`src/rtl/fifo_rt.sv`:
```
module fifo_rt #(
  parameter int WIDTH      = 16,
  parameter int DEPTH      = 8,
  parameter int RT_RECOVER = 3
) (
  input  logic             clk,
  input  logic             rst_n,
  input  logic             wr_en,
  input  logic [WIDTH-1:0] wr_data,
  input  logic             rd_en,
  output logic [WIDTH-1:0] rd_data,
  input  logic             rt_n,
  output logic             full,
  output logic             empty
);
  localparam int AW = $clog2(DEPTH);
  localparam int CW = $clog2(RT_RECOVER + 1);

  logic [WIDTH-1:0] mem [DEPTH];
  logic [AW:0]      wptr, rptr;
  logic [CW-1:0]    hold_cnt;
  logic             quiet, wr_go, rd_go;

  assign quiet = !rt_n || (hold_cnt != '0);
  assign empty = (wptr == rptr);
  assign full  = (wptr[AW] != rptr[AW]) && (wptr[AW-1:0] == rptr[AW-1:0]);
  assign wr_go = wr_en && !full  && !quiet;
  assign rd_go = rd_en && !empty && !quiet;

  always_ff @(posedge clk) begin
    if (wr_go) mem[wptr[AW-1:0]] <= wr_data;
  end

  always_ff @(posedge clk or negedge rst_n) begin
    if (!rst_n) begin
      wptr     <= '0;
      rptr     <= '0;
      hold_cnt <= '0;
      rd_data  <= '0;
    end else begin
      if (wr_go) wptr <= wptr + 1'b1;
      if (!rt_n) begin
        rptr     <= '0;
        hold_cnt <= CW'(RT_RECOVER);
      end else begin
        if (hold_cnt != '0) hold_cnt <= hold_cnt - 1'b1;
        if (rd_go) begin
          rd_data <= mem[rptr[AW-1:0]];
          rptr    <= rptr + 1'b1;
        end
      end
    end
  end
endmodule

```
`config.mk`:
```
export PLATFORM = sky130hd
export DESIGN_NAME = fifo_rt
export DESIGN_NICKNAME = d
export VERILOG_FILES = /design/src/rtl/fifo_rt.sv
export SDC_FILE = /design/constraint.sdc
export NUM_CORES = 1
export LEC_CHECK = 0
export ABC_AREA = 1
export BUFFER_PORTS_ARGS = -buffer_cell sky130_fd_sc_hd__buf_2
export CAP_MARGIN = 20
export CORE_ASPECT_RATIO = 0.6
export CORE_MARGIN = 5
export CORE_UTILIZATION = 33
export CTS_BUF_LIST = sky130_fd_sc_hd__clkbuf_2
export DETAILED_ROUTE_END_ITERATION = 10
export PLACE_DENSITY = 0.57
export SYNTH_ARGS = -nofsm -noshare
export SYNTH_HDL_FRONTEND = slang
export SYNTH_SLANG_ARGS = --single-unit
```
`constraint.sdc`:
```
create_clock -name clk -period 6.15 [get_ports clk]
set_clock_uncertainty 0.05 [all_clocks]
set_input_delay 0.3075 -clock clk [delete_from_list [all_inputs] [get_ports clk]]
set_output_delay 0.3075 -clock clk [all_outputs]
set_load 0.01 [all_outputs]
```
==> results of run 1 <==
[kinds of logic after synthesis]
logic type,share of synthesized area [%]
and+or+nand+nor,24.2
buffers and inverters,9.81
adders and majority gates,0.541
AOI/OAI and AO/OA,0.289
xor gates and xnor gates,0.379
DFF,64.8
[layout by cell type (no fill, tap or decap)]
cell type      netlist  routed
o21ai_0              2       2
bufinv_16            0       2
buf_2                9      38
a21oi_1              2       2
dlygate4sd3_1        0      20
nand2_1            333     333
xor2_1               3       3
nand4_1              5       5
ha_1                 3       3
nand3_2              1       1
buf_4                9       3
nand3_1             59      59
clkinv_4             0       3
inv_2                3       3
clkbuf_2             0      19
inv_4                2       2
nor2_1              13       5
inv_6                0       2
dfrtp_1             26      25
clkinv_2             0       2
edfxtp_1           128     128
nand2_2              5       5
clkinvlp_4           0       4
dfrtp_2              0       1
inv_1              106     106
nor2_2               2      10
[Yosys cell counts]
library cell	instances
nand2_1	333
edfxtp_1	128
inv_1	106
nand3_1	59
dfrtp_1	26
nor2_1	13
buf_6	12
buf_2	9
buf_4	9
nand2_2	5
nand4_1	5
clkbuf_1	3
ha_1	3
inv_2	3
xor2_1	3
a21oi_1	2
inv_4	2
nor2_2	2
o21ai_0	2
nand3_2	1
[power by group through the flow]
stage	combinational (mW)	clock, mW	sequential [mW]
after floorplan	0.152	0	1.24
after global placement	0.268	0	1.24
after detailed placement	0.267	0	1.24
after CTS	0.277	0.591	1.22
after global routing	0.303	0.644	1.23
final	0.273	0.577	1.22
[stage by stage]
step	hold WS [ns]	worst slack, ns	utilization (%)	total power, mW
floorplan	-0.0381	3.94	-	1.40
global placement	0.354	2.80	34.9	1.51
detailed placement	0.356	2.76	34.9	1.51
CTS	0.0232	2.70	37.0	2.09
global route	0.0299	2.45	37.0	2.18
finish	0.0434	2.69	37.0	2.07
[metal layers]
layer  vias up  wire length (um)
li1       2357                 -
met3        19              1790
met5         -                 0
met2       204              7380
met1      2300              9720
met4         0               164
[path summary, 6_finish.rpt]
kind / end / cells past startpoint / startpoint
setup / recovery: mem[0][13]$_DFFE_PP_ / 8 / rptr[0]$_DFFE_PN0P_
hold reg to reg: rd_data[6]$_DFFE_PN0P_ / 2 / rd_data[6]$_DFFE_PN0P_
min in group clk: rptr[0]$_DFFE_PN0P_ / 8 / rd_en
max in group asynchronous: rd_data[0]$_DFFE_PN0P_ / 2 / rst_n
setup reg to reg: mem[0][13]$_DFFE_PP_ / 8 / rptr[0]$_DFFE_PN0P_
hold / removal: rd_data[4]$_DFFE_PN0P_ / 2 / rst_n
[state kept, by name (all words and copies together) (netlist names)]
signal and flops:
rptr 4, wptr 4, mem 128, hold_cnt 2, rd_data 16
[area by class of cell]
cell class	count	area, um2	area share (%)
Multi-Input combinational cell	428	1780	23.2
Clock buffer	19	95.1	1.23
Timing Repair Buffer	61	413	5.36
Clock inverter	13	144	1.87
Sequential cell	154	4500	58.4
Inverter	111	422	5.48
Tap cell	279	349	4.53
[critical path: stages, from the launching register on]
cell and delay [ns]:
dfrtp_2 0.45, buf_4 0.33, inv_4 0.63, nand2_1 0.10, nand2_1 0.10, nor2_2 0.05
nand2_2 0.10, nand3_2 0.37, nor2_2 0.81
[timing repair]
action / 4_1_cts / 5_1_grt
hold buffers: 20 / 0
resized for setup: 0 / 0
setup buffers: 0 / 0
endpoints found under the hold margin: 164 / 0
==> metrics.csv, run 1 <==
metric;value;unit
post-DP HPWL;12700;um
met1 usage;27.0;%
RSZ-0062 raised after global routing;no;
Initial DRC Count;568;
dpl cells;1013;
Pint;1.46;mW
PwrDens;269;nW/um2
grt ovf;0;
Synth top area share;55.4;%
Synth area leaders;edfxtp_1 55%, nand2_1 18%, dfrtp_1 9.4%;
largest net degree at the start of global routing;71;
Sink Count;154;
clock buffer depth;2;
Fill cells;2188;
Min-Delay Path Class;in2async;
sw frac;29.3;%
Area growth syn-to-layout;11.0;%
net count after synthesis;750;
sequential power share;58.9;%
Die H;122;um
DR DRC count;0;
DRT Pass-1 Iters;5;
global-route wire length before repair;28600;um
synth unique cells;20;
drt wl/cell;17.9;um
layer with the highest usage;met1;
Yosys warning total;0;
initial antenna violation count;0;
routed vias;4880;
Max transition margin;42.7;%
Post-Route WL;19100;um
Pleak;3.58;nW
number of global-route vias before repair;4635;
nets;797;
CTS tree;done;
critical-path maximum fanout;70;
Total GRT Usage;16.3;%
final setup vio count;0;
die width;197;um
post-route setup TNS;0;ns
layout cells sized above 1;12.1;%
I/O pins;39;
Seq/Total Area, Yosys;64.8;%
ANT nets after route;0;
starting utilization of the core area;33.3;%
minimum clock period;3.46;ns
#FFs+latches synth;154;
Post-Layout Cell Count;1065;
routed vias/inst;4.58;
met3 Resource Use GR;3.65;%
Slew Viols, Final;0;
Reg clk slew, reported paths;0.26;ns
I/O Buffers;38;
Tcrit/Tclk final;56.3;%
met2 GRT Util;21.6;%
DP Area;7260;um2
Design Area, Final;7700;um2
critical path startpoint category;flip-flop;
combinational share of power;13.2;%
routability cong.;0.875;
maximum vdd drop;0.145;mV
Max Fclk;289;MHz
full die area;24100;um2
CP Capture Type;flip-flop;
core box area;20800;um2
post-synthesis cell area;6940;um2
final hold vios;0;
worst skew pair latency;0.74;ns
Psw;0.605;mW
R2R Setup Slk;2.69;ns
Clk pwr share;27.9;%
H-tree level count;4;
status;complete, no violations;
max_cap viols;0;
Setup CP Type;reg2reg;
Row Count;41;
syn_area_per_cell;9.56;um2
Cells after Synth;726;
Yosys top cell by area;edfxtp_1;
CTS buffer count;17;
CP required;6.46;ns
worst-margin pin slew;0.859;ns
Root Buffer;clkbuf_2;
Ant. Diodes;0;
Worst Path Arrival;3.77;ns
Power figures use the tool's default switching activity.
==> run 2: changes to the inputs <==
- PLACE_DENSITY: 0.57 -> 0.59
- clock period: 6.15 -> 3.16 ns (I/O delays scaled with it)
==> metrics.csv, run 2 (same netlist as run 1, synthesis figures left out) <==
metric;value;unit
WHS Path Cells;2;
Slowest cell on crit path;dfrtp_2;
full die area;24100;um2
Largest register FFs;128;
layout cells sized above 1;13.6;%
combinational share of power;12.6;%
crit path cell chain;inv_4 > buf_4 > nand2_1 > nand2_1 > nand2_1 > nor2_2 > buf_2;
Initial DRC Count;268;
nets;815;
Design Area, Final;7860;um2
final hold vios;0;
maximum vdd drop;0.236;mV
worst-margin pin slew;0.760;ns
drt wl/cell;14.6;um
ANT nets after route;0;
minimum clock period;2.61;ns
Total GRT Usage;13.6;%
CTS buffer count;17;
status;complete, no violations;
Row Count;41;
worst skew pair latency;0.68;ns
Root Buffer;clkbuf_2;
starting utilization of the core area;33.3;%
I/O pins;39;
Hold WS;0.232;ns
initial antenna violation count;0;
Pleak;3.67;nW
fin util;37.7;%
H-tree level count;4;
Reg2Reg Depth;8;
CTS tree;done;
critical-path maximum fanout;66;
DRT Pass-1 Iters;4;
Pint;2.78;mW
number of global-route vias before repair;4525;
post-DP HPWL;9660;um
Tcrit/Tclk final;82.4;%
routed vias/inst;4.28;
final setup vio count;0;
Post-Route WL;15800;um
Worst Path Arrival;2.40;ns
largest net degree at the start of global routing;67;
Ant. Diodes;0;
core box area;20800;um2
Clk pwr share;26.9;%
max_cap viols;0;
Max transition margin;49.4;%
Die H;122;um
global-route wire length before repair;25200;um
Sink Count;154;
routability cong.;0.820;
Psw;1.14;mW
Reg clk slew, reported paths;0.25;ns
RSZ-0062 raised after global routing;no;
post-route setup TNS;0;ns
slowest cell delay on critical path;0.57;ns
CP Capture Type;output pin;
PwrDens;500;nW/um2
commonest non-fill, non-tap cell in the layout;nand2_1;
routed vias;4639;
Area growth syn-to-layout;13.2;%
post-CTS sizing;0;
I/O Buffers;38;
commonest cells after routing, fill and taps aside;333 x nand2_1, 128 x edfxtp_1, 106 x inv_1, 59 x nand3_1, 38 x buf_2;
grt ovf;0;
Fill cells;2120;
Min-Delay Path Class;in2reg;
sequential power share;60.5;%
most used cell, CP;nand2_1;
Max Fclk;384;MHz
DP Area;7390;um2
sw frac;29.2;%
Setup CP Type;reg2out;
DR DRC count;0;
critical path startpoint category;flip-flop;
Slew Viols, Final;0;
die width;197;um
clock buffer depth;2;
CP required;2.95;ns
## run 2: cell count changes in the layout (fill, tap and decap cells not counted), sizes merged
cell / before / now
buf: 41 / 57
bufinv: 2 / 1
clkbuf: 19 / 17
clkinv: 5 / 7
clkinvlp: 4 / 3
dlygate4sd3: 20 / 22
inv: 113 / 115
## run 2: critical path: cells and delay by family, from the launching register on
kind	cells	cell delay [ns]
AND/OR/NAND/NOR	4	0.38
flip-flops	1	0.57
buffers and inverters	3	0.78
## run 2: final timing paths
check                                            start                 endpoint  slack (ns)
worst min register to register  rd_data[7]$_DFFE_PN0P_   rd_data[7]$_DFFE_PN0P_        0.46
worst min-delay path                        wr_data[2]      mem[4][2]$_DFFE_PP_        0.23
worst max register to register     wptr[2]$_DFFE_PN0P_      mem[1][1]$_DFFE_PP_        0.83
min in group asynchronous                        rst_n  rd_data[12]$_DFFE_PN0P_        0.42
max in group asynchronous                        rst_n      rptr[0]$_DFFE_PN0P_        2.43
worst max-delay path               rptr[0]$_DFFE_PN0P_                    empty        0.55
## run 2: area by class of cell
| cell class | count | area, um2 | area share (%) |
|---|---|---|---|
| Sequential cell | 154 | 4500 | 57.2 |
| Multi-Input combinational cell | 428 | 1780 | 22.7 |
| Timing Repair Buffer | 79 | 578 | 7.36 |
| Inverter | 111 | 422 | 5.37 |
| Tap cell | 279 | 349 | 4.44 |
| Clock inverter | 15 | 144 | 1.83 |
| Clock buffer | 17 | 85.1 | 1.08 |
## run 2: per-stage QoR
| stage | setup slack [ns] | power (mW) | cells |
|---|---|---|---|
| 6_report | 0.555 | 3.93 | 1083 |
| 5_1_grt | 0.300 | 4.16 | 1083 |
| 4_1_cts | 0.448 | 3.99 | 1083 |
| 3_5_place_dp | 0.882 | 2.90 | 1028 |
| 3_3_place_gp | 0.945 | 2.89 | 1028 |
| 2_1_floorplan | 0.954 | 2.72 | 726 |
## run 2: power by group through the flow
stage | clock (mW) | combinational (mW) | sequential [mW]
final | 1.06 | 0.495 | 2.37
after detailed placement | 0 | 0.478 | 2.42
after floorplan | 0 | 0.296 | 2.42
after global placement | 0 | 0.479 | 2.42
after CTS | 1.11 | 0.505 | 2.38
after global routing | 1.20 | 0.567 | 2.39
## run 2: repair_timing
item                                   4_1_cts  5_1_grt
hold buffers                                23        0
endpoints found under the hold margin      171        0
setup buffers                                0        0
## run 2: per-layer routing
| layer | GRT usage [%] | vias to the layer above | part of all wire (%) |
|---|---|---|---|
| li1 | - | 2392 | - |
| met1 | 20.4 | 2128 | 52 |
| met2 | 19.6 | 101 | 41 |
| met3 | 3.62 | 18 | 5.6 |
| met4 | 3.20 | 0 | 1.0 |
| met5 | 0 | - | 0 |
